===== src/rtl/cmd_pkg.sv =====
`timescale 1ns/1ps
// Package: shared types for the command frame parser.
// Assumes 8-bit ASCII input; codes here are visible at the top ports.
package cmd_pkg;

    typedef enum logic [2:0] {
        CMD_NONE = 3'd0,
        CMD_LINK = 3'd1,
        CMD_SC   = 3'd2,
        CMD_TRO  = 3'd3,
        CMD_TRF  = 3'd4,
        CMD_PN   = 3'd5,
        CMD_PF   = 3'd6,
        CMD_GV   = 3'd7
    } cmd_code_e;

    typedef enum logic [1:0] {
        ERR_SYNTAX   = 2'd0,
        ERR_OVERFLOW = 2'd1,
        ERR_UNKNOWN  = 2'd2,
        ERR_COUNT    = 2'd3
    } err_code_e;

    typedef enum logic [2:0] {
        ST_HUNT  = 3'd0,
        ST_BANG1 = 3'd1,
        ST_BANG2 = 3'd2,
        ST_NAME  = 3'd3,
        ST_SEP   = 3'd4,
        ST_FIELD = 3'd5
    } pstate_e;

    localparam logic [7:0] CH_BANG = 8'h21;
    localparam logic [7:0] CH_SEMI = 8'h3B;
    localparam logic [7:0] CH_HASH = 8'h23;

endpackage


===== src/rtl/cmd_char_class.sv =====
`timescale 1ns/1ps
// Module: cmd_char_class
// Purely combinational sorting of one ASCII byte into the classes the
// frame grammar needs. Assumes plain 7-bit ASCII in an 8-bit byte.
module cmd_char_class
    import cmd_pkg::*;
(
    input  logic [7:0] ch,
    output logic       is_bang,
    output logic       is_semi,
    output logic       is_hash,
    output logic       is_digit,
    output logic       is_upper,
    output logic [3:0] dval
);
    // Class decode of the incoming byte
    always_comb begin
        is_bang  = (ch == CH_BANG);
        is_semi  = (ch == CH_SEMI);
        is_hash  = (ch == CH_HASH);
        is_digit = (ch >= 8'h30) && (ch <= 8'h39);
        is_upper = (ch >= 8'h41) && (ch <= 8'h5A);
        dval     = ch[3:0];
    end
endmodule


===== src/rtl/cmd_mnem_lookup.sv =====
`timescale 1ns/1ps
// Module: cmd_mnem_lookup
// Maps a collected mnemonic (zero-padded on the left, newest letter in
// the low byte) to a command code and the number of fields it expects.
// Assumes the name register is cleared at each frame start.
module cmd_mnem_lookup
    import cmd_pkg::*;
#(
    parameter int NAME_MAX = 3,
    parameter int CNTW     = 3,
    localparam int NAMEW   = 8 * NAME_MAX
) (
    input  logic [NAMEW-1:0] name,
    output logic             known,
    output cmd_code_e        code,
    output logic [CNTW-1:0]  nexp
);
    // Table of recognised mnemonics
    always_comb begin
        known = 1'b1;
        code  = CMD_NONE;
        nexp  = '0;
        if (name == NAMEW'("SC")) begin
            code = CMD_SC;  nexp = CNTW'(2);
        end else if (name == NAMEW'("TRO")) begin
            code = CMD_TRO; nexp = CNTW'(3);
        end else if (name == NAMEW'("TRF")) begin
            code = CMD_TRF; nexp = CNTW'(1);
        end else if (name == NAMEW'("PN")) begin
            code = CMD_PN;
        end else if (name == NAMEW'("PF")) begin
            code = CMD_PF;
        end else if (name == NAMEW'("GV")) begin
            code = CMD_GV;
        end else begin
            known = 1'b0;
        end
    end
endmodule


===== src/rtl/cmd_field_acc.sv =====
`timescale 1ns/1ps
// Module: cmd_field_acc
// Decimal-to-binary accumulator for one field: value = value*10 + digit.
// Tracks the digit count and reports when no further digit fits.
// Assumes the controller never asks to add a digit when full is high.
module cmd_field_acc #(
    parameter int FIELD_W    = 17,
    parameter int MAX_DIGITS = 5,
    localparam int DW        = $clog2(MAX_DIGITS + 1)
) (
    input  logic               clk,
    input  logic               rst_n,
    input  logic               first,
    input  logic               add,
    input  logic [3:0]         dval,
    output logic [FIELD_W-1:0] acc,
    output logic               full
);
    logic [DW-1:0] ndig_q;

    // Load the first digit or fold in a further one
    always_ff @(posedge clk) begin
        if (!rst_n) begin
            acc    <= '0;
            ndig_q <= '0;
        end else if (first) begin
            acc    <= FIELD_W'(dval);
            ndig_q <= DW'(1);
        end else if (add) begin
            acc    <= acc * FIELD_W'(10) + FIELD_W'(dval);
            ndig_q <= ndig_q + DW'(1);
        end
    end

    assign full = (ndig_q == DW'(MAX_DIGITS));

    // the controller only adds a digit while there is room for it
    p_add_room_r5: assert property (@(posedge clk) disable iff (!rst_n)
        add |-> (ndig_q < DW'(MAX_DIGITS)));
endmodule


===== src/rtl/cmd_field_bank.sv =====
`timescale 1ns/1ps
// Module: cmd_field_bank
// Holds the converted field values of the frame being parsed, one slot
// per field, packed flat with slot 0 in the low bits. Cleared at each
// frame start so unused slots read zero.
module cmd_field_bank #(
    parameter int MAX_FIELDS = 6,
    parameter int FIELD_W    = 17,
    parameter int CNTW       = 3
) (
    input  logic                          clk,
    input  logic                          rst_n,
    input  logic                          clr,
    input  logic                          wr,
    input  logic [CNTW-1:0]               idx,
    input  logic [FIELD_W-1:0]            din,
    output logic [MAX_FIELDS*FIELD_W-1:0] dout
);
    for (genvar i = 0; i < MAX_FIELDS; i++) begin : g_slot
        logic [FIELD_W-1:0] slot_q;
        // Capture the finished field into its own slot
        always_ff @(posedge clk) begin
            if (!rst_n || clr)
                slot_q <= '0;
            else if (wr && (idx == CNTW'(i)))
                slot_q <= din;
        end
        assign dout[i*FIELD_W +: FIELD_W] = slot_q;
    end

    // a write never targets a slot beyond the bank
    p_wr_idx_r8: assert property (@(posedge clk) disable iff (!rst_n)
        wr |-> (idx < CNTW'(MAX_FIELDS)));
endmodule


===== src/rtl/cmd_frame_parser.sv =====
`timescale 1ns/1ps
// Module: cmd_frame_parser
// Recognises '!NAME;f;...;#' command frames and the bare '!!!' link
// request in a byte stream, converting decimal fields to binary as they
// arrive. Emits one-cycle frame or error strobes, registered one cycle
// after the deciding byte. Assumes at most one byte per clock.
module cmd_frame_parser
    import cmd_pkg::*;
#(
    parameter int MAX_FIELDS = 6,
    parameter int FIELD_W    = 17,
    parameter int MAX_DIGITS = 5,
    parameter int NAME_MAX   = 3,
    localparam int CNTW      = $clog2(MAX_FIELDS + 1)
) (
    input  logic                          clk,
    input  logic                          rst_n,
    input  logic                          rx_valid,
    input  logic [7:0]                    rx_byte,
    output logic                          frm_valid,
    output logic [2:0]                    frm_cmd,
    output logic [CNTW-1:0]               frm_nfields,
    output logic [MAX_FIELDS*FIELD_W-1:0] frm_fields,
    output logic                          err_valid,
    output logic [1:0]                    err_code
);
    localparam int NAMEW = 8 * NAME_MAX;
    localparam int NLW   = $clog2(NAME_MAX + 1);

    pstate_e            st_q, st_d;
    logic [NAMEW-1:0]   name_q;
    logic [NLW-1:0]     nlen_q;
    logic [CNTW-1:0]    fcnt_q;
    cmd_code_e          cur_code_q;
    logic [CNTW-1:0]    cur_nexp_q;
    cmd_code_e          frm_code_q;
    err_code_e          err_q;

    logic c_bang, c_semi, c_hash, c_digit, c_upper;
    logic [3:0] c_dval;
    logic lk_known;
    cmd_code_e lk_code;
    logic [CNTW-1:0] lk_nexp;
    logic [FIELD_W-1:0] acc;
    logic acc_full;

    logic start, name_shift, acc_first, acc_add, bank_wr, fcnt_inc, cur_ld;
    logic frm_set, err_set;
    cmd_code_e frm_code_d;
    logic [CNTW-1:0] frm_nf_d;
    err_code_e err_d;

    cmd_char_class u_class (
        .ch(rx_byte), .is_bang(c_bang), .is_semi(c_semi), .is_hash(c_hash),
        .is_digit(c_digit), .is_upper(c_upper), .dval(c_dval)
    );

    cmd_mnem_lookup #(.NAME_MAX(NAME_MAX), .CNTW(CNTW)) u_lookup (
        .name(name_q), .known(lk_known), .code(lk_code), .nexp(lk_nexp)
    );

    cmd_field_acc #(.FIELD_W(FIELD_W), .MAX_DIGITS(MAX_DIGITS)) u_acc (
        .clk(clk), .rst_n(rst_n), .first(acc_first), .add(acc_add),
        .dval(c_dval), .acc(acc), .full(acc_full)
    );

    cmd_field_bank #(.MAX_FIELDS(MAX_FIELDS), .FIELD_W(FIELD_W), .CNTW(CNTW)) u_bank (
        .clk(clk), .rst_n(rst_n), .clr(start), .wr(bank_wr), .idx(fcnt_q),
        .din(acc), .dout(frm_fields)
    );

    // Next-state and control decode for one accepted byte
    always_comb begin
        st_d       = st_q;
        start      = 1'b0;
        name_shift = 1'b0;
        acc_first  = 1'b0;
        acc_add    = 1'b0;
        bank_wr    = 1'b0;
        fcnt_inc   = 1'b0;
        cur_ld     = 1'b0;
        frm_set    = 1'b0;
        frm_code_d = cur_code_q;
        frm_nf_d   = fcnt_q;
        err_set    = 1'b0;
        err_d      = ERR_SYNTAX;
        if (rx_valid) begin
            if (c_bang && (st_q != ST_BANG1) && (st_q != ST_BANG2)) begin
                start = 1'b1;
                st_d  = ST_BANG1;
            end else begin
                case (st_q)
                    ST_HUNT: st_d = ST_HUNT;
                    ST_BANG1: begin
                        if (c_bang) begin
                            st_d = ST_BANG2;
                        end else if (c_upper) begin
                            name_shift = 1'b1;
                            st_d = ST_NAME;
                        end else begin
                            err_set = 1'b1;
                            st_d = ST_HUNT;
                        end
                    end
                    ST_BANG2: begin
                        if (c_bang) begin
                            frm_set    = 1'b1;
                            frm_code_d = CMD_LINK;
                            frm_nf_d   = '0;
                            st_d = ST_HUNT;
                        end else if (c_upper) begin
                            name_shift = 1'b1;
                            st_d = ST_NAME;
                        end else begin
                            err_set = 1'b1;
                            st_d = ST_HUNT;
                        end
                    end
                    ST_NAME: begin
                        if (c_upper && (nlen_q == NLW'(NAME_MAX))) begin
                            err_set = 1'b1;
                            err_d = ERR_UNKNOWN;
                            st_d = ST_HUNT;
                        end else if (c_upper) begin
                            name_shift = 1'b1;
                        end else if (c_semi && lk_known) begin
                            cur_ld = 1'b1;
                            st_d = ST_SEP;
                        end else begin
                            err_set = 1'b1;
                            err_d = c_semi ? ERR_UNKNOWN : ERR_SYNTAX;
                            st_d = ST_HUNT;
                        end
                    end
                    ST_SEP: begin
                        if (c_hash) begin
                            if (fcnt_q == cur_nexp_q) begin
                                frm_set = 1'b1;
                            end else begin
                                err_set = 1'b1;
                                err_d = ERR_COUNT;
                            end
                            st_d = ST_HUNT;
                        end else if (c_digit) begin
                            acc_first = 1'b1;
                            st_d = ST_FIELD;
                        end else begin
                            err_set = 1'b1;
                            st_d = ST_HUNT;
                        end
                    end
                    ST_FIELD: begin
                        if (c_digit && acc_full) begin
                            err_set = 1'b1;
                            err_d = ERR_OVERFLOW;
                            st_d = ST_HUNT;
                        end else if (c_digit) begin
                            acc_add = 1'b1;
                        end else if (c_semi && (fcnt_q == CNTW'(MAX_FIELDS))) begin
                            err_set = 1'b1;
                            err_d = ERR_COUNT;
                            st_d = ST_HUNT;
                        end else if (c_semi) begin
                            bank_wr  = 1'b1;
                            fcnt_inc = 1'b1;
                            st_d = ST_SEP;
                        end else begin
                            err_set = 1'b1;
                            st_d = ST_HUNT;
                        end
                    end
                    default: st_d = ST_HUNT;
                endcase
            end
        end
    end

    // Parser state, mnemonic collection and field counting
    always_ff @(posedge clk) begin
        if (!rst_n) begin
            st_q       <= ST_HUNT;
            name_q     <= '0;
            nlen_q     <= '0;
            fcnt_q     <= '0;
            cur_code_q <= CMD_NONE;
            cur_nexp_q <= '0;
        end else begin
            st_q <= st_d;
            if (start) begin
                name_q <= '0;
                nlen_q <= '0;
                fcnt_q <= '0;
            end else begin
                if (name_shift) begin
                    name_q <= {name_q[NAMEW-9:0], rx_byte};
                    nlen_q <= nlen_q + NLW'(1);
                end
                if (fcnt_inc)
                    fcnt_q <= fcnt_q + CNTW'(1);
            end
            if (cur_ld) begin
                cur_code_q <= lk_code;
                cur_nexp_q <= lk_nexp;
            end
        end
    end

    // Registered result strobes and their payload
    always_ff @(posedge clk) begin
        if (!rst_n) begin
            frm_valid   <= 1'b0;
            frm_code_q  <= CMD_NONE;
            frm_nfields <= '0;
            err_valid   <= 1'b0;
            err_q       <= ERR_SYNTAX;
        end else begin
            frm_valid <= frm_set;
            err_valid <= err_set;
            if (frm_set) begin
                frm_code_q  <= frm_code_d;
                frm_nfields <= frm_nf_d;
            end
            if (err_set)
                err_q <= err_d;
        end
    end

    assign frm_cmd  = frm_code_q;
    assign err_code = err_q;

    // strobes are low on the cycle after reset
    p_reset_quiet_r1: assert property (@(posedge clk)
        !rst_n |=> (!frm_valid && !err_valid));
    // a normal frame is reported only right after a '#'
    p_end_hash_r2: assert property (@(posedge clk) disable iff (!rst_n)
        (frm_valid && (frm_cmd != CMD_LINK)) |-> ($past(rx_valid) && ($past(rx_byte) == CH_HASH)));
    // a link request follows a '!' and carries no fields
    p_link_bang_r3: assert property (@(posedge clk) disable iff (!rst_n)
        (frm_valid && (frm_cmd == CMD_LINK)) |-> (($past(rx_byte) == CH_BANG) && (frm_nfields == '0)));
    // the two strobes exclude each other
    p_excl_r11: assert property (@(posedge clk) disable iff (!rst_n)
        !(frm_valid && err_valid));
    // frame strobe lasts one cycle
    p_frm_pulse_r11: assert property (@(posedge clk) disable iff (!rst_n)
        frm_valid |=> !frm_valid);
    // error strobe lasts one cycle
    p_err_pulse_r11: assert property (@(posedge clk) disable iff (!rst_n)
        err_valid |=> !err_valid);
    // any strobe traces back to an accepted byte
    p_consume_r12: assert property (@(posedge clk) disable iff (!rst_n)
        (frm_valid || err_valid) |-> $past(rx_valid));
endmodule


===== config.mk =====
export PLATFORM = sky130hd
export DESIGN_NAME = cmd_frame_parser
export DESIGN_NICKNAME = d
export VERILOG_FILES = /design/src/rtl/cmd_pkg.sv /design/src/rtl/cmd_char_class.sv /design/src/rtl/cmd_mnem_lookup.sv /design/src/rtl/cmd_field_acc.sv /design/src/rtl/cmd_field_bank.sv /design/src/rtl/cmd_frame_parser.sv
export SDC_FILE = /design/constraint.sdc
export NUM_CORES = 1
export LEC_CHECK = 0
export ABC_CLOCK_PERIOD_IN_PS = 4300
export BUFFER_PORTS_ARGS = -buffer_cell sky130_fd_sc_hd__buf_2
export CAP_MARGIN = 15
export CORE_UTILIZATION = 57
export CTS_BUF_LIST = sky130_fd_sc_hd__clkbuf_8
export DETAILED_ROUTE_END_ITERATION = 16
export PLACE_DENSITY = 0.8
export SYNTH_ARGS = -nofsm -noshare
export SYNTH_HDL_FRONTEND = slang
export SYNTH_SLANG_ARGS = --single-unit

===== constraint.sdc =====
create_clock -name clk -period 4.3 [get_ports clk]
set_clock_uncertainty 0.15 [all_clocks]
set_input_delay 0.215 -clock clk [delete_from_list [all_inputs] [get_ports clk]]
set_output_delay 0.215 -clock clk [all_outputs]
set_load 0.02 [all_outputs]

==> results.py, run 1 <==
metrics = {
    "floorplan": {
        "ios": 123,
        "coreArea_um2": 13400,
        "die_h_um": 120,
        "die_area_um2": 14400,
        "start_util_pct": 59.3,
        "die_w_um": 120,
        "rows": 42,
    },
    "logic_synthesis": {
        "synth_area_leaders": "dfxtp_1 (43%), mux2i_1 (8.9%), nand2_1 (6.4%)",
        "yosysSeqAreaShare_pct": 42.6,
        "synth_common_cells": "dfxtp_1 (169), nand2_1 (136), nor2_1 (120)",
        "synth-simple-area-share_pct": 21.0,
        "synth_mux_area_share_pct": 9.09,
        "syn_nets": 963,
        "syn_area_um2": 7940,
        "synthXorXnorAreaFrac_pct": 3.20,
        "synth-main-ff-cell": "dfxtp_1",
        "synth_async_sr_flop_share_pct": 0,
        "synth_cell_types": 64,
        "synth-compound-area-share_pct": 13.4,
        "synth-adder-area-share_pct": 6.33,
        "yosysMostFrequentCell": "dfxtp_1",
        "synthCells": 913,
        "synth_area_per_cell_um2": 8.70,
        "netlist.area_leader.share_pct": 42.6,
        "synth_area_leader_cell": "dfxtp_1",
        "synth-edff-count": 0,
        "synth_top_family_by_area": "simple AND/OR/NAND/NOR gates",
        "synth-warning-count": 0,
        "synth-seq-cells": 169,
    },
    "power_and_ir_drop": {
        "swShare_pct": 23.5,
        "finalPower_mw": 2.73,
        "ir_drop_v": 0.000178,
        "cellLeakagePower_nw": 4.18,
        "p_int_mw": 2.09,
        "powerDensity_nw_per_um2": 303,
        "combPwrFrac_pct": 2.1,
        "pwr-share-clk_pct": 40.6,
        "p_seq_share_pct": 57.3,
        "power_switching_mw": 0.643,
    },
    "sta": {
        "finalCritPeriodShare_pct": 79.7,
        "finalCriticalPeriod_ns": 3.43,
        "worstMarginPinSlew_ns": 0.915,
        "rsz0062_at_grt": "no",
        "hold_viol": 0,
        "timing.final.ws_setup_ns": 0.872,
        "setup_viol": 0,
        "fmax_ghz": 0.292,
        "slew_viol_final": 0,
        "setup_tns_ns": 0,
        "slew_headroom_pct": 38.9,
    },
    "clock_tree": {
        "cts-root-buf": "clkbuf_8",
        "insertion_delay_ns": 0.47,
        "clockBufferDepth": 2,
        "htreeDepth": 4,
        "cts_setup_buffers": 0,
        "clock_sinks": 169,
        "numCtsBuffers": 17,
        "cts_tree": "built",
        "clk_pin_slew_ns": 0.09,
        "post_cts_resized": 0,
    },
    "global_routing": {
        "grt_start_max_net_pins": 67,
        "met2_usage_pct": 42.6,
        "antenna_found_initial": 0,
        "met1_usage_pct": 37.4,
        "grt_pass1_vias": 6315,
        "grt_util_met3_pct": 5.89,
        "grt_pass1_wl_um": 31200,
        "track_usage_pct": 27.5,
        "grt-busiest-layer": "met2",
        "grt_overflow": 0,
    },
    "outcome": {
        "outcome": "complete, no violations",
    },
    "detailed_routing": {
        "dr.first_iter.drc_count": 554,
        "drtPass1Iterations": 5,
        "drc": 0,
        "ant_nets": 0,
        "wl_per_cell_um": 16.1,
        "vias_per_cell": 5.64,
        "vias": 6793,
        "wl_um": 19400,
    },
    "worst_setup_path": {
        "cp-start-kind": "flip-flop",
        "crit_path_max_fanout": 9,
        "r2r_cells": 12,
        "critPathKind": "reg -> reg",
        "worstPathArrival_ns": 3.66,
        "end_kind": "flip-flop",
        "crit_required_ns": 4.53,
    },
    "finish": {
        "diodes": 0,
        "drive_above_1_share_pct": 17.7,
        "area_growth_pct": 13.6,
        "nets": 1066,
        "nFillCells": 1102,
    },
    "hold_path": {
        "timing.hold.worst.class": "in -> reg",
        "hold_path_depth": 3,
    },
    "placement": {
        "pre_cts_ws_ns": 0.937,
        "gp_congestion": 0.868,
        "portBuffers": 122,
        "dp.final_hpwl_um": 13600,
    },
    "flow_run": {
        "maxCapViolations": 0,
    },
}
## worst paths after layout
kind,from,slack [ns],endpoint
max reg2reg,u_acc.acc[3]$_SDFFE_PN0P_,0.87,u_acc.acc[16]$_SDFFE_PP0P_
max,u_acc.acc[3]$_SDFFE_PN0P_,0.87,u_acc.acc[16]$_SDFFE_PP0P_
min reg2reg,frm_nfields[2]$_SDFFE_PN0P_,0.28,frm_nfields[2]$_SDFFE_PN0P_
min,rx_byte[2],0.02,u_acc.acc[2]$_SDFFE_PN0P_
## state kept, by name, summed over array words and instances (netlist names)
register and flops:
cur_nexp_q 2, st_q 3, fcnt_q 3, frm_valid 1, frm_cmd 3, cur_code_q 3
err_code 2, nlen_q 2, frm_nfields 3, name_q 24, err_valid 1, u_acc.ndig_q 3
u_bank.g_slot.slot_q 102, u_acc.acc 17
## power by group through the flow
stage / Sequential, mW / Clock, mW / Combinational (mW)
after CTS: 1.56 / 1.12 / 0.0573
after global placement: 1.60 / 0 / 0.0541
after detailed placement: 1.60 / 0 / 0.0541
after global routing: 1.56 / 1.19 / 0.0629
final: 1.56 / 1.11 / 0.0586
after floorplan: 1.60 / 0 / 0.0335
## repair_timing
item	CTS	global route
hold endpoints to repair	5	0
hold buffers	4	0
endpoints found under the setup margin	0	0
## metrics by stage
step / cells / utilization, % / instance area (um2) / hold slack, ns
6_report: 1205 / 67.3 / 9020 / 0.0243
5_1_grt: 1205 / 67.3 / 9020 / 0.0396
4_1_cts: 1205 / 67.3 / 9020 / 0.00931
3_5_place_dp: 1169 / 64.1 / 8590 / 0.276
3_3_place_gp: 1169 / 64.1 / 8590 / 0.264
2_1_floorplan: 913 / - / 7940 / 0.209
## layer usage
layer  vias up  wire, um
met5         -         0
met4         0       483
met3        35      1250
met2       220      8640
met1      3190      9010
li1       3348         -
## cell type report
cell class	count	area, um2	area share, %
Clock inverter	12	115	1.28
Timing Repair Buffer	134	711	7.88
Inverter	27	101	1.12
Multi-Input combinational cell	667	4220	46.7
Clock buffer	20	275	3.05
Tap cell	176	220	2.44
Sequential cell	169	3380	37.5
## cells in the final DEF, fill, tap and decap left out, types with 5 or more instances in the layout
cell type	netlist	final
clkbuf_8	0	20
xnor2_1	19	19
buf_2	14	122
inv_1	27	28
a211oi_1	16	16
mux2i_1	71	71
a21oi_1	77	77
o21ai_0	13	13
and2_1	5	5
dfxtp_1	169	169
nor4_1	5	5
buf_4	5	8
or2_2	5	5
a21boi_0	6	6
o211a_1	5	5
xor2_1	10	10
nor2b_1	11	11
nor3_1	13	13
ha_1	37	37
and3_1	7	7
nand2_1	136	135
nand3b_1	8	8
nand2b_1	14	14
nor2_1	120	120
nand3_1	18	18
## cell families (layout without fill, tap and decap cells)
group / count (synthesis) / after routing
buffers and inverters: 77 / 193
adders and majority gates: 39 / 39
xor gates and xnor gates: 29 / 29
AOI/OAI and AO/OA: 162 / 162
muxes: 72 / 72
DFF: 169 / 169
and+or+nand+nor: 365 / 365
## worst max-delay path: stages, from the launching register on
cell and delay (ns):
dfxtp_1 0.50, ha_1 0.30, ha_1 0.24, inv_1 0.08
fa_1 0.45, nand2b_1 0.18, nor4_1 0.28, nand3b_1 0.17
nor3_2 0.25, nand4_1 0.20, nor4_2 0.21, xnor2_1 0.09
a211oi_1 0.23
Power figures use the tool's default switching activity.
==> run 2: changes to the inputs <==
Settings changed: ABC_AREA set to 1, ABC_CLOCK_PERIOD_IN_PS 4300 to 3200.
Clock period 4.3 ns to 3.2 ns, I/O delays scaled along.
==> results.py, run 2 <==
metrics = {
    "outcome": {
        "outcome": "complete, no violations",
    },
    "detailed_routing": {
        "wl_um": 20900,
        "ant_nets": 0,
        "drtPass1Iterations": 6,
        "vias": 7779,
        "drc": 0,
        "wl_per_cell_um": 14.5,
        "vias_per_cell": 5.41,
        "dr.first_iter.drc_count": 681,
    },
    "power_and_ir_drop": {
        "ir_drop_v": 0.000302,
        "powerDensity_nw_per_um2": 420,
        "finalPower_mw": 4.12,
        "cellLeakagePower_nw": 4.55,
    },
    "finish": {
        "largest_reg_flops": 102,
        "multi_input_area_um2": 4240,
        "diodes": 0,
        "drive_above_1_share_pct": 18.1,
        "area_growth_pct": 14.8,
        "nets": 1292,
        "nFillCells": 1241,
        "top_regs": "u_bank.g_slot.slot_q (102), name_q (24), u_acc.acc (17)",
        "final_cells": 1439,
        "largest_register": "u_bank.g_slot.slot_q",
        "final_common_cell": "nor2_1",
        "fin_util_pct": 67.3,
        "mostFrequentLayoutCells": "nor2_1 (203), inv_1 (180), dfxtp_1 (167)",
        "ff_latch_area_um2": 3390,
    },
    "placement": {
        "dp.final_hpwl_um": 15000,
        "gp_congestion": 0.947,
        "pre_cts_ws_ns": 0.279,
        "portBuffers": 122,
        "post-place-cells": 1400,
    },
    "sta": {
        "finalCriticalPeriod_ns": 2.96,
        "worstMarginPinSlew_ns": 0.677,
        "finalCritPeriodShare_pct": 92.4,
        "setup_viol": 0,
        "fmax_ghz": 0.338,
        "slew_viol_final": 0,
        "rsz0062_at_grt": "no",
        "hold_viol": 0,
        "setup_tns_ns": 0,
        "slew_headroom_pct": 54.7,
        "timing.final.ws_setup_ns": 0.242,
    },
    "logic_synthesis": {
        "synthCells": 1130,
        "synth-warning-count": 0,
        "netlist.area_leader.share_pct": 39.6,
        "synth_area_leader_cell": "dfxtp_1",
        "synth_area_per_cell_um2": 7.56,
        "synth-edff-count": 0,
        "synth-seq-cells": 169,
        "synth_async_sr_flop_share_pct": 0,
        "synth_cell_types": 44,
        "yosysSeqAreaShare_pct": 39.6,
        "syn_nets": 1180,
        "yosysMostFrequentCell": "nor2_1",
        "synth-main-ff-cell": "dfxtp_1",
        "synth_area_leaders": "dfxtp_1 (40%), nor2_1 (8.9%), a211oi_1 (8.3%)",
        "synth_common_cells": "nor2_1 (203), inv_1 (179), dfxtp_1 (169)",
        "syn_area_um2": 8550,
    },
    "global_routing": {
        "grt_pass1_vias": 6954,
        "grt_overflow": 0,
        "track_usage_pct": 27.1,
        "grt_pass1_wl_um": 34300,
        "grt_start_max_net_pins": 132,
        "antenna_found_initial": 0,
    },
    "clock_tree": {
        "clk_pin_slew_ns": 0.09,
        "insertion_delay_ns": 0.47,
        "numCtsBuffers": 17,
        "clockBufferDepth": 2,
        "htreeDepth": 4,
        "cts_tree": "built",
        "cts-root-buf": "clkbuf_8",
        "clock_sinks": 169,
    },
    "floorplan": {
        "die_h_um": 124,
        "rows": 44,
        "die_w_um": 124,
        "coreArea_um2": 14600,
        "ios": 123,
        "die_area_um2": 15500,
        "start_util_pct": 58.6,
    },
    "worst_setup_path": {
        "critPathKind": "reg -> reg",
        "cp-start-kind": "flip-flop",
        "crit_path_max_fanout": 8,
        "end_kind": "flip-flop",
        "crit_required_ns": 3.42,
        "path_cells": "ha_1 > ha_1 > inv_1 > fa_1 > inv_1 > nand3_1 > nand3b_1 > nand2_1 > inv_1 > nand2_1 > nor2_1 > nand3_1 > nor2_2 > nand2_1 > nand3_1 > nand3_1 > nand2_1 > inv_1",
        "cp_slowest_cell": "dfxtp_1",
        "worstPathArrival_ns": 3.18,
        "slowest_delay_ns": 0.41,
    },
    "hold_path": {
        "timing.hold.worst.class": "in -> reg",
    },
    "flow_run": {
        "maxCapViolations": 0,
    },
}
==> run 2: final timing paths <==
| check | start | slack (ns) | endpoint | cells after the start |
|---|---|---|---|---|
| setup / recovery | u_acc.acc[1]$_SDFFE_PN0P_ | 0.24 | u_acc.acc[13]$_SDFFE_PP0P_ | 18 |
| hold / removal | rx_byte[7] | 0.12 | cur_code_q[2]$_SDFFE_PN0P_ | 6 |
| setup reg to reg | u_acc.acc[1]$_SDFFE_PN0P_ | 0.24 | u_acc.acc[13]$_SDFFE_PP0P_ | 18 |
| hold reg to reg | frm_nfields[2]$_SDFFE_PN0P_ | 0.29 | frm_nfields[2]$_SDFFE_PN0P_ | 2 |
==> run 2: kinds of logic (layout without fill, tap and decap cells) <==
family | after synthesis | in the layout | share of synthesized area [%]
adders and majority gates | 39 | 39 | 5.89
xor gates and xnor gates | 13 | 13 | 1.42
AOI/OAI and AO/OA | 205 | 205 | 17.7
DFF | 169 | 169 | 39.6
and+or+nand+nor | 474 | 474 | 24.5
buffers and inverters | 230 | 355 | 10.9
==> run 2: worst max-delay path, delay by kind of cell (launching register included) <==
family / cells / cell delay (ns)
and+or+nand+nor: 11 / 1.08
adders and majority gates: 3 / 0.93
DFF: 1 / 0.41
buffers and inverters: 4 / 0.30
==> run 2: report_power, final <==
group	internal (mW)	switching (mW)	leakage (nW)
sequential	2.11	0.00610	1.36
combinational	0.0358	0.0971	2.94
clock	1.03	0.847	0.251
==> run 2: per-stage QoR <==
step | hold WS [ns] | area (um2)
3_3_place_gp | 0.270 | 9240
4_1_cts | 0.112 | 9810
3_5_place_dp | 0.288 | 9240
2_1_floorplan | 0.154 | 8550
5_1_grt | 0.167 | 9810
6_report | 0.120 | 9810
==> run 2: final cells by class <==
class / instances / area share (%)
timing repair buffer: 139 / 7.83
sequential: 169 / 34.5
clock buffer: 17 / 2.38
tap: 184 / 2.35
inverter: 184 / 7.05
multi-input combinational: 731 / 43.2
clock inverter: 15 / 2.64
==> run 2: timing repair <==
| action | CTS | global route |
|---|---|---|
| buffers inserted | 0 | 0 |
| hold buffers | 7 | 0 |
| gates resized for setup | 0 | 4 |
| hold endpoints to repair | 22 | 0 |
| endpoints found under the setup margin | 0 | 2 |
==> run 2: layer usage <==
metal	vias up	global-route usage (%)	share of wire [%]
met3	32	5.93	6.6
met2	246	39.8	42
met1	3565	39.1	50
met5	-	0	0
met4	0	9.36	1.8
li1	3936	-	-
==> run 3: changes to the inputs <==
==> constraint.sdc (replaced) <==
create_clock -name clk -period 3.2 [get_ports clk]
set_clock_uncertainty 0.15 [all_clocks]
set_input_delay 0.48 -clock clk [delete_from_list [all_inputs] [get_ports clk]]
set_output_delay 0.48 -clock clk [all_outputs]
set_load 0.02 [all_outputs]
==> results.py, run 3 (synthesis results as in run 2) <==
metrics = {
    "floorplan": {
        "coreArea_um2": 14600,
        "die_h_um": 124,
        "ios": 123,
        "start_util_pct": 58.6,
        "die_w_um": 124,
        "die_area_um2": 15500,
        "rows": 44,
    },
    "sta": {
        "setup_viol": 0,
        "hold_viol": 0,
        "fmax_ghz": 0.333,
        "finalCritPeriodShare_pct": 93.8,
        "slew_headroom_pct": 56.7,
        "rsz0062_at_grt": "no",
        "slew_viol_final": 0,
        "finalCriticalPeriod_ns": 3.00,
        "worstMarginPinSlew_ns": 0.649,
        "setup_tns_ns": 0,
        "whs_ns": 0.170,
    },
    "global_routing": {
        "grt-busiest-layer": "met2",
        "grt_pass1_vias": 6915,
        "track_usage_pct": 27.1,
        "antenna_found_initial": 0,
        "met1_usage_pct": 38.6,
        "grt_overflow": 0,
        "met2_usage_pct": 40.7,
        "grt_pass1_wl_um": 34000,
        "grt_start_max_net_pins": 72,
        "grt_util_met3_pct": 5.46,
    },
    "detailed_routing": {
        "drtPass1Iterations": 5,
        "vias_per_cell": 5.37,
        "vias": 7708,
        "wl_per_cell_um": 14.6,
        "dr.first_iter.drc_count": 587,
        "ant_nets": 0,
        "drc": 0,
        "wl_um": 20900,
    },
    "worst_setup_path": {
        "crit_required_ns": 3.42,
        "end_kind": "flip-flop",
        "critPathKind": "reg -> reg",
        "cp_slowest_cell": "dfxtp_1",
        "path_cells": "ha_1 > ha_1 > inv_1 > fa_1 > inv_1 > nand3_1 > nand3b_1 > nand2_1 > inv_1 > nand2_1 > nor2_1 > nand3_1 > nor2_2 > nand2_1 > nand3_1 > nand3_1 > nand2_1 > inv_1",
        "critical_path_buf_inv_count": 4,
        "slowest_delay_ns": 0.41,
        "worstPathArrival_ns": 3.23,
        "critPathTopFamily": "simple AND/OR/NAND/NOR gates",
        "cp-start-kind": "flip-flop",
        "crit_path_max_fanout": 8,
    },
    "clock_tree": {
        "clock_sinks": 169,
        "cts-root-buf": "clkbuf_8",
        "post_cts_resized": 0,
        "cts_setup_buffers": 0,
        "clockBufferDepth": 2,
        "htreeDepth": 4,
        "hold_buffers": 0,
        "clk_pin_slew_ns": 0.10,
        "cts_tree": "built",
        "numCtsBuffers": 17,
        "insertion_delay_ns": 0.47,
    },
    "power_and_ir_drop": {
        "powerDensity_nw_per_um2": 391,
        "ir_drop_v": 0.000273,
        "finalPower_mw": 3.79,
        "cellLeakagePower_nw": 4.49,
    },
    "finish": {
        "drive_above_1_share_pct": 18.2,
        "largest_register": "u_bank.g_slot.slot_q",
        "nFillCells": 1248,
        "largest_reg_flops": 102,
        "top_regs": "u_bank.g_slot.slot_q (102), name_q (24), u_acc.acc (17)",
        "fin_util_pct": 66.4,
        "final_cells": 1435,
        "nets": 1288,
        "mostFrequentLayoutCells": "nor2_1 (203), inv_1 (179), dfxtp_1 (169)",
        "diodes": 0,
        "final_common_cell": "nor2_1",
        "area_growth_pct": 13.3,
    },
    "hold_path": {
        "timing.hold.worst.class": "in -> reg",
    },
    "placement": {
        "portBuffers": 122,
        "gp_congestion": 0.914,
        "dp.final_hpwl_um": 15000,
        "post-place-cells": 1403,
    },
    "outcome": {
        "outcome": "complete, no violations",
    },
    "flow_run": {
        "maxCapViolations": 0,
    },
}
-- run 3: final timing paths --
path	slack, ns	cells past startpoint	start	to
max	0.20	18	u_acc.acc[1]$_SDFFE_PN0P_	u_acc.acc[13]$_SDFFE_PP0P_
min	0.17	3	rx_byte[1]	name_q[1]$_SDFFE_PP0P_
max reg2reg	0.20	18	u_acc.acc[1]$_SDFFE_PN0P_	u_acc.acc[13]$_SDFFE_PP0P_
min reg2reg	0.29	2	frm_nfields[2]$_SDFFE_PN0P_	frm_nfields[2]$_SDFFE_PN0P_
-- run 3: area by class of cell --
cell class / instances / area [um2] / area share (%)
Multi-Input combinational cell: 731 / 4240 / 43.8
Sequential cell: 169 / 3380 / 34.9
Timing Repair Buffer: 135 / 733 / 7.57
Inverter: 184 / 692 / 7.15
Clock buffer: 18 / 248 / 2.56
Tap cell: 184 / 230 / 2.38
Clock inverter: 14 / 156 / 1.62
-- run 3: layer usage --
layer	up-vias	share of wire (%)	routed length [um]
met2	251	44	9100
met1	3505	49	10200
li1	3925	-	-
met5	-	0	0
met3	27	6.5	1360
met4	0	1.3	281
-- run 3: tightest hold or removal path, delay by kind of cell --
family	cells	cell delay, ns
simple gates	1	0.07
buf+inv	1	0.14
compound gates	1	0.05
-- run 3: power by group --
part	total, mW	switching (mW)	internal [mW]	leakage [nW]
Combinational	0.129	0.0960	0.0329	2.93
Sequential	2.11	0.00608	2.11	1.36
Clock	1.55	0.873	0.673	0.201
-- run 3: stage by stage --
| step | worst slack [ns] | cell area [um2] |
|---|---|---|
| 6_report | 0.199 | 9680 |
| 3_3_place_gp | 0.366 | 9280 |
| 4_1_cts | 0.207 | 9680 |
| 3_5_place_dp | 0.283 | 9280 |
| 5_1_grt | 0.0167 | 9680 |
| 2_1_floorplan | 0.582 | 8550 |
